===== config.mk =====
export PLATFORM = sky130hd
export DESIGN_NAME = banked_file_decoder
export DESIGN_NICKNAME = d
export VERILOG_FILES = /design/src/rtl/bankdec_pkg.sv /design/src/rtl/bankdec_ctrl.sv /design/src/rtl/bankdec_datapath.sv /design/src/rtl/banked_file_decoder.sv
export SDC_FILE = /design/constraint.sdc
export NUM_CORES = 2
export LEC_CHECK = 0
export CAP_MARGIN = 20
export CORE_MARGIN = 2
export CORE_UTILIZATION = 45
export DETAILED_ROUTE_END_ITERATION = 10
export GPL_TIMING_DRIVEN = 1
export HOLD_SLACK_MARGIN = 0.02
export SLEW_MARGIN = 0
export SYNTH_ARGS = -nofsm -noshare
export SYNTH_HDL_FRONTEND = slang
export SYNTH_SLANG_ARGS = --single-unit

===== constraint.sdc =====
create_clock -name clk -period 4.7 [get_ports clk]
set_input_delay 0.94 -clock clk [delete_from_list [all_inputs] [get_ports clk]]
set_output_delay 0.94 -clock clk [all_outputs]
set_load 0.05 [all_outputs]

===== src/rtl/bankdec_pkg.sv =====
package bankdec_pkg;
  localparam int OFF_W = 7;

  typedef struct packed {
    logic                 sfrHit;
    logic                 ramB0;
    logic                 ramB1;
    logic                 hole;
    logic                 rd;
    logic                 wr;
    logic [OFF_W-1:0]     offset;
  } bankStrobe_t;
endpackage


===== src/rtl/bankdec_ctrl.sv =====
module bankdec_ctrl
  import bankdec_pkg::*;
#(
  parameter int BANK_W      = 2,
  parameter int DATA_W      = 8,
  parameter int SFR_SPAN    = 32,
  parameter int SHARED_SPAN = 16,
  parameter int B1_SPAN     = 32
) (
  input  logic                      indirectMode,
  input  logic [OFF_W-1:0]          opAddr,
  input  logic [OFF_W:0]            fileSel,
  input  logic [BANK_W-1:0]         bankSel,
  input  logic                      indBank,
  input  logic                      rdEn,
  input  logic                      wrEn,
  input  logic [DATA_W-1:0]         wrData,
  output logic [BANK_W+OFF_W-1:0]   dataAddr,
  output logic                      sfrSel,
  output logic [BANK_W+OFF_W-1:0]   sfrAddr,
  output logic                      sfrRd,
  output logic                      sfrWr,
  output logic [DATA_W-1:0]         sfrWrData,
  output bankStrobe_t               strb
);
  localparam int ADDR_W      = BANK_W + OFF_W;
  localparam int BANK_SPAN   = 1 << OFF_W;
  localparam int SHARED_BASE = BANK_SPAN - SHARED_SPAN;
  localparam int B1_TOP      = SFR_SPAN + B1_SPAN;

  logic [ADDR_W-1:0] addr;
  logic [BANK_W-1:0] bank;
  logic [OFF_W-1:0]  off;
  logic              inSfr, inShared, active;

  // the indirect path carries one bank bit above an 8-bit pointer
  assign addr   = indirectMode ? {indBank, fileSel} : {bankSel, opAddr};
  assign bank   = addr[ADDR_W-1:OFF_W];
  assign off    = addr[OFF_W-1:0];
  assign active = rdEn | wrEn;

  assign inSfr    = (32'(off) < SFR_SPAN);
  assign inShared = (32'(off) >= SHARED_BASE);

  always_comb begin
    strb        = '0;
    strb.sfrHit = inSfr;
    strb.ramB0  = !inSfr && (inShared || bank == BANK_W'(0));
    strb.ramB1  = !inSfr && !inShared && bank == BANK_W'(1) && (32'(off) < B1_TOP);
    strb.hole   = !inSfr && !strb.ramB0 && !strb.ramB1;
    strb.rd     = rdEn;
    strb.wr     = wrEn;
    strb.offset = off;
  end

  assign dataAddr  = addr;
  assign sfrSel    = inSfr & active;
  assign sfrAddr   = sfrSel ? addr : '0;
  assign sfrRd     = inSfr & rdEn;
  assign sfrWr     = inSfr & wrEn;
  assign sfrWrData = sfrWr ? wrData : '0;
endmodule


===== src/rtl/bankdec_datapath.sv =====
module bankdec_datapath
  import bankdec_pkg::*;
#(
  parameter int DATA_W   = 8,
  parameter int SFR_SPAN = 32,
  parameter int B1_SPAN  = 32
) (
  input  logic              clk,
  input  logic              rstN,
  input  bankStrobe_t       strb,
  input  logic [DATA_W-1:0] wrData,
  input  logic [DATA_W-1:0] sfrRdData,
  output logic [DATA_W-1:0] rdData
);
  localparam int B0_DEPTH = (1 << OFF_W) - SFR_SPAN;
  localparam int B1_IW    = $clog2(B1_SPAN);

  logic [B0_DEPTH-1:0][DATA_W-1:0] b0Mem;
  logic [B1_SPAN-1:0][DATA_W-1:0]  b1Mem;
  logic [OFF_W-1:0]                idx;
  logic [B1_IW-1:0]                b1Idx;

  // bank 0 index also serves the shared window of all banks
  assign idx   = strb.offset - OFF_W'(SFR_SPAN);
  assign b1Idx = idx[B1_IW-1:0];

  always_ff @(posedge clk or negedge rstN) begin
    if (!rstN) begin
      b0Mem <= '0;
      b1Mem <= '0;
    end else begin
      if (strb.wr && strb.ramB0) b0Mem[idx]   <= wrData;
      if (strb.wr && strb.ramB1) b1Mem[b1Idx] <= wrData;
    end
  end

  always_comb begin
    rdData = '0;
    if (strb.rd) begin
      if (strb.sfrHit)     rdData = sfrRdData;
      else if (strb.ramB0) rdData = b0Mem[idx];
      else if (strb.ramB1) rdData = b1Mem[b1Idx];
    end
  end

  a_r7_hole_reads_zero: assert property (@(posedge clk) disable iff (!rstN)
    (strb.rd && strb.hole) |-> rdData == '0);
  a_r6_sfr_data_passes: assert property (@(posedge clk) disable iff (!rstN)
    (strb.rd && strb.sfrHit) |-> rdData == sfrRdData);
  a_r8_hole_write_ignored: assert property (@(posedge clk) disable iff (!rstN)
    (strb.wr && strb.hole) |=> ($stable(b0Mem) && $stable(b1Mem)));
  a_r6_sfr_write_no_ram: assert property (@(posedge clk) disable iff (!rstN)
    (strb.wr && strb.sfrHit) |=> ($stable(b0Mem) && $stable(b1Mem)));
endmodule


===== src/rtl/banked_file_decoder.sv =====
module banked_file_decoder
  import bankdec_pkg::*;
#(
  parameter int BANK_W      = 2,
  parameter int DATA_W      = 8,
  parameter int SFR_SPAN    = 32,
  parameter int SHARED_SPAN = 16,
  parameter int B1_SPAN     = 32
) (
  input  logic                    clk,
  input  logic                    rstN,
  input  logic                    indirectMode,
  input  logic [OFF_W-1:0]        opAddr,
  input  logic [OFF_W:0]          fileSel,
  input  logic [BANK_W-1:0]       bankSel,
  input  logic                    indBank,
  input  logic                    rdEn,
  input  logic                    wrEn,
  input  logic [DATA_W-1:0]       wrData,
  output logic [DATA_W-1:0]       rdData,
  output logic [BANK_W+OFF_W-1:0] dataAddr,
  output logic                    sfrSel,
  output logic [BANK_W+OFF_W-1:0] sfrAddr,
  output logic                    sfrRd,
  output logic                    sfrWr,
  output logic [DATA_W-1:0]       sfrWrData,
  input  logic [DATA_W-1:0]       sfrRdData
);
  bankStrobe_t strb;

  bankdec_ctrl #(
    .BANK_W(BANK_W), .DATA_W(DATA_W), .SFR_SPAN(SFR_SPAN),
    .SHARED_SPAN(SHARED_SPAN), .B1_SPAN(B1_SPAN)
  ) ctrl_i (
    .indirectMode(indirectMode), .opAddr(opAddr), .fileSel(fileSel),
    .bankSel(bankSel), .indBank(indBank), .rdEn(rdEn), .wrEn(wrEn),
    .wrData(wrData), .dataAddr(dataAddr), .sfrSel(sfrSel), .sfrAddr(sfrAddr),
    .sfrRd(sfrRd), .sfrWr(sfrWr), .sfrWrData(sfrWrData), .strb(strb)
  );

  bankdec_datapath #(
    .DATA_W(DATA_W), .SFR_SPAN(SFR_SPAN), .B1_SPAN(B1_SPAN)
  ) dp_i (
    .clk(clk), .rstN(rstN), .strb(strb), .wrData(wrData),
    .sfrRdData(sfrRdData), .rdData(rdData)
  );

  a_r9_idle_read_zero: assert property (@(posedge clk) disable iff (!rstN)
    !rdEn |-> rdData == '0);
  a_r6_sfr_rd_needs_req: assert property (@(posedge clk) disable iff (!rstN)
    sfrRd |-> (rdEn && sfrSel));
  a_r6_sfr_wr_needs_req: assert property (@(posedge clk) disable iff (!rstN)
    sfrWr |-> (wrEn && sfrSel));
  a_r6_sfr_addr_matches: assert property (@(posedge clk) disable iff (!rstN)
    sfrSel |-> (sfrAddr == dataAddr && 32'(dataAddr[OFF_W-1:0]) < SFR_SPAN));
endmodule


Yosys cells after proc, flatten, opt, wreduce, memory -nomap -nowiden
Index checks and enable logic that the tools add are counted.
W data, S select, Z words.
- flip-flop bits (word level): 1024
- input bits: 39
- output and inout bits: 37
- word-level logic and storage cells: 170
- add/sub/neg operators: 1
- $lt $le $gt $ge: 7
- equality and inequality tests: 1
- mux-type cells: 17
- bitwise gates (word level): 4
- reduce and logical (&&, ||, !) cells: 12
- operators by type and width (cell ; number):
    $bwmux W768 ; 1
    $bwmux W256 ; 1
    $mux W8 ; 9
    $bmux W8 S7 ; 1
    $demux W8 S7 ; 1
    $bmux W8 S5 ; 1
    $demux W8 S5 ; 1
    $mux W9 ; 2
    $logic_and A1 B1 Y1 ; 8
    $lt A7 B8 Y1 const B ; 1
    $ge A7 B1 Y1 const B ; 1
    $ge A7 B7 Y1 const B ; 1
    $lt A7 B6 Y1 const B ; 1
    $lt A7 B7 Y1 const B ; 1
    $sub A7 B6 Y7 const B ; 1
    $lt A5 B6 Y1 const B ; 1
    $ge A5 B1 Y1 const B ; 1
    $and A1 B1 Y1 ; 3
    $eq A2 B1 Y1 const B ; 1
    $logic_not A1 Y1 ; 2
    $logic_not A2 Y1 ; 1
    $logic_or A1 B1 Y1 ; 1
    $or A1 B1 Y1 ; 1

Logic depth before layout (Yosys ltp)
- depth after elaboration: 10
- depth in mapped cells: 14
- depth with buffers taken out: 10

Hierarchy
A second synthesis with hierarchy kept.
- cell total of the unflattened synthesis: 3245
- area total of the unflattened synthesis: 48222.5 µm²
- by module, submodules not included (module ; times used ; cells each ; area an instance (µm²) ; sequential area each (µm²)):
    bankdec_datapath ; 1 ; 3191 ; 47762.1 ; 25624.6
    bankdec_ctrl ; 1 ; 54 ; 460.4 ; 0.0

Worst setup path before layout
No wires, ideal clock.
- path kind: input port to output port
- from: input indirectMode
- to: output rdData[6]
- data arrival time: 4399 ps
- data required time: 3760 ps
- setup slack: -639 ps
- cell stages on the path: 13
- path buffers: 3
- path through: buf_6 buf_6 buf_6 mux2i_1 inv_1 ha_1 inv_1 o2111ai_2 nor3b_4 o2111ai_1 or4_1 or4_1 o2111ai_1
- word-level cells in the longest chain between the ends: 10
- elaborated cells on any way between the ends: 22
- classes of those cells: add/sub: 1; order compare: 3; eq/ne: 1; mux: 9; reduce/logical: 8
- ends and longest elaborated chain (element ; line ; source):
    start, declared ; banked_file_decoder.sv:12 ; input logic indirectMode,
    $mux W9 * ; bankdec_ctrl.sv:37 ; assign addr = indirectMode ? {indBank, fileSel} : {bankSel, opAddr};
    via dataAddr[5] ; banked_file_decoder.sv:21 ; output logic [BANK_W+OFF_W-1:0] dataAddr,
    branches (longest 7 deep; another with $sub A7 B6 Y7) ; n/a ;
    $mux W8 * ; bankdec_datapath.sv:40 ; if (strb.sfrHit) rdData = sfrRdData;
    $mux W8 * ; bankdec_datapath.sv:39 ; if (strb.rd) begin
    end, declared ; banked_file_decoder.sv:20 ; output logic [DATA_W-1:0] rdData,
Mark *: on every way through the listed nets, which the timed path passes. The select of a mux whose other input is x is not followed.

Final worst setup path
- from: input indirectMode
- to: output rdData[3]
- word-level cells in the longest chain between the ends: 10
- elaborated cells on any way between the ends: 22
- classes of those cells: add/sub: 1; order compare: 3; eq/ne: 1; mux: 9; reduce/logical: 8
- ends and longest elaborated chain (element ; line):
    $mux W9 * ; bankdec_ctrl.sv:37
    branches (longest 7 deep; another with $sub A7 B6 Y7) ; n/a
    $mux W8 * ; bankdec_datapath.sv:40
    $mux W8 * ; bankdec_datapath.sv:39
Mark *: on every way between the ends. The select of a mux whose other input is x is not followed.

==> summary.txt <==
Status
  – Status: finished, violations left
  – Failing checks: negative setup slack

Yosys
  – Synth warn: 0
  – Number of distinct library cells after synthesis: 69
  – Sequential area share after synthesis: 52.76%
  – FFs w/ async S/R, synth: 100.0%
  – Post-Synthesis Cell Area: 48570 sq um
  – Post-synth EDFFs: 0
  – Syn_nets: 4233
  – Post-Synthesis Cells: 4190
  – Yosys reg bits: 1024
  – Syn Area/Cell: 11.59 sq um
  – Main synth FF type: dfrtp_1

Worst setup path
  – CP cell instances: buf_8 -> buf_6 -> mux2i_4 -> buf_12 -> inv_16 -> buf_16 -> buf_12 -> buf_8 -> buf_12 -> mux2i_2 -> a32oi_1 -> o2111ai_1 -> nor4_2 -> buf_4 -> a31oi_2 -> o211ai_1 -> buf_4 -> buf_12
  – Critical path's largest stage delay: 0.24 ns
  – Worst Setup Path Type: in -> out
  – CP most frequent cell: buf_12
  – Worst Path Required: 3.76 ns
  – Crit Path Max Fanout: 8
  – Cells on worst reg2reg path: 1
  – Crit. End Element: output port
  – Critical Path Source Type: primary input
  – RR Endpoint: dp_i.b0Mem[394]$_DFFE_PN0P_
  – R2R Setup Slk: 3.90 ns
  – Reg2reg start: dp_i.b0Mem[394]$_DFFE_PN0P_
  – Critical Path AT: 3.84 ns
  – Slowest cell on the critical path: mux2i_4

Timing
  – Minimum clock period: 4.783 ns
  – Measured slew at the worst slew-check pin: 1.136 ns
  – Setup TNS: -0.3018 ns
  – RSZ-0062 raised after global routing: yes
  – Slew Viols, Final: 0
  – Slew headroom: 24.25%
  – Fin Clk Skew: 0 ns
  – Hold Worst Slack: 0.2751 ns
  – Final setup viols: 7
  – Post-layout worst setup margin: -0.08321 ns
  – Max frequency: 209.1 MHz
  – Hold Fails Final Rpt: 0
  – Crit share post-route: 101.8%

Power and ir drop
  – Total Power: 0.02117 W
  – Worst IR Drop VDD: 0.2771 mV
  – PwrDens: 356.2 nW/um^2
  – LEAKAGE: 28.60 nW

CTS
  – H-tree depth: 3
  – CTS tree: yes
  – Num CTS Buffers: 111
  – Clock Tree Buf Depth: 3
  – CTS Root Cell: clkbuf_16
  – Hold_buf cts: 0
  – Clk_lat worst skew: 0.70 ns
  – Clock transition at path regs: 0.06 ns
  – Sink Count: 1024

Finish
  – Area growth from synthesis to layout: 22.33%
  – Layout fillers: 9123
  – Fin util: 55.50%
  – Reg area: 25620 sq um
  – Inserted Diodes: 0
  – Share of cells above drive strength 1: 41.30%
  – Footprint of the multi-input gates: 22250 sq um
  – Commonest cells after routing, fill and taps aside: dfrtp_1 (1024), mux2_2 (1007), nand2_1 (793)
  – Commonest non-fill, non-tap cell in the layout: dfrtp_1
  – Layout Nets: 4606

Detailed routing
  – Drt via density: 5.813
  – Detailed Route Iter0 Violations: 3238
  – Routed Antenna Nets: 0
  – Vias: 35210
  – Detailed Routing Iterations Pass 1: 5
  – DRC: 0
  – WL per Instance: 25.29 microns
  – Routed WL: 153200 microns

Global routing
  – Tot GR Track Use: 27.55%
  – First-pass GRT wire length: 231500 microns
  – Largest net degree at the start of global routing: 123
  – Antenna violations before repair: 3
  – Vias in the first global route: 35000
  – GRT overflow: 0

Placement
  – Routability Congestion: 0.8647
  – Dpl ws: -0.7977 ns
  – Post-DP HPWL: 102500 microns
  – IO Port Bufs: 75

Floorplanning
  – Placement Rows: 120
  – Die H: 332.5 microns
  – I/O pin count: 76
  – Die area: 110600 sq um
  – Initial core utilization: 45.37%
  – Core Area: 107100 sq um
  – Die Wd: 332.5 microns

Min path
  – Hold Crit Class: in -> async

Job
  – Max cap viols: 0
-- cells by family (layout without fill, tap and decap cells) --
kind of cell             after synthesis  in the layout  share of synthesized area, %
adder cells (fa/ha/maj)                4              4                        0.1030
AO/OA/AOI/OAI                        260            260                         3.393
AND/OR/NAND/NOR                     1406           1406                         13.52
buffers and inverters                318            782                         2.774
multiplexers                        1178           1178                         27.45
flip-flops                          1024           1024                         52.76
-- flip-flops by register name, summed over array words and instances (netlist names) --
name / count
dp_i.b1Mem: 256
dp_i.b0Mem: 768
-- worst max-delay path: cells and delay by family --
kind / cells / cell delay [ns]
AO/OA/AOI/OAI: 4 / 0.65
buffers and inverters: 11 / 1.59
AND/OR/NAND/NOR: 1 / 0.21
multiplexers: 2 / 0.42
-- how the worst max path moves through the flow --
| stage | startpoint | endpoint |
|---|---|---|
| detailed placement | opAddr[0] | rdData[1] |
| global placement | opAddr[0] | rdData[1] |
| floorplan | indirectMode | rdData[6] |
| CTS | indirectMode | rdData[6] |
| finish | indirectMode | rdData[3] |
| global route | indirectMode | rdData[3] |
-- power breakdown --
group	internal, W	total (W)	switching, W
logic	0.00109	0.00270	0.00161
registers	0.00917	0.00934	0.000174
clock network	0.00546	0.00912	0.00366
total	0.0157	0.0212	0.00545
-- through the flow --
stage,std cells,cell area (sq um)
global placement,5810,54320
CTS,6043,59000
floorplan,4190,48620
finish,6057,59410
detailed placement,5810,54320
global route,6057,59410
-- synth_stat cells (6+ instances only) --
master,count,area [sq um]
a32o_1,13,130.1
mux4_2,18,405.4
buf_1,20,75.07
buf_2,84,420.4
nor3_1,11,55.05
o21ai_0,8,40.04
dfrtp_1,1024,25620
o22ai_1,14,87.58
nor2_2,43,269.0
a21oi_1,144,720.7
mux2_2,1007,11340
nand4_1,32,200.2
o211ai_1,7,52.55
or4_1,12,90.09
nand2_1,793,2977
nand4b_1,7,61.31
and2_1,18,112.6
nor4_1,26,162.7
o2111ai_1,12,105.1
nor3_2,6,60.06
mux2_1,22,247.7
buf_4,7,52.55
inv_1,8,30.03
clkbuf_1,193,724.4
a31oi_1,17,106.4
nor2_1,27,101.4
a32oi_1,16,140.1
nor2_4,23,259.0
or3_1,8,50.05
mux2i_1,128,1281
nand3_1,346,1732
and3_1,21,131.4
nand3_2,10,100.1
-- layer usage --
layer	vias up	GRT usage, %	part of all wire (%)
met3	215	5.294	7.6
li1	15570	-	-
met4	2	7.447	2.4
met2	1118	41.48	44
met1	18300	40.62	46
met5	-	0	0.0098
-- final cells by class --
type                            count  share of cell area [%]
Timing Repair Buffer              565                   9.900
Multi-Input combinational cell   2848                   37.44
Clock buffer                      167                   5.661
Inverter                           11                  0.1095
Sequential cell                  1024                   43.13
Tap cell                         1403                   2.955
Clock inverter                     37                  0.7623
Timing Repair inverter              2                 0.04212
-- repair_timing --
action                                  in CTS  in global routing
gates resized for setup                    111                 55
endpoints found under the setup margin       8                  8
buffers inserted                            22                 13
cloned                                       9                  3
endpoints found under the hold margin        0                  0
pin swaps                                   24                 27
No activity file was read; power rests on OpenSTA's default activity.
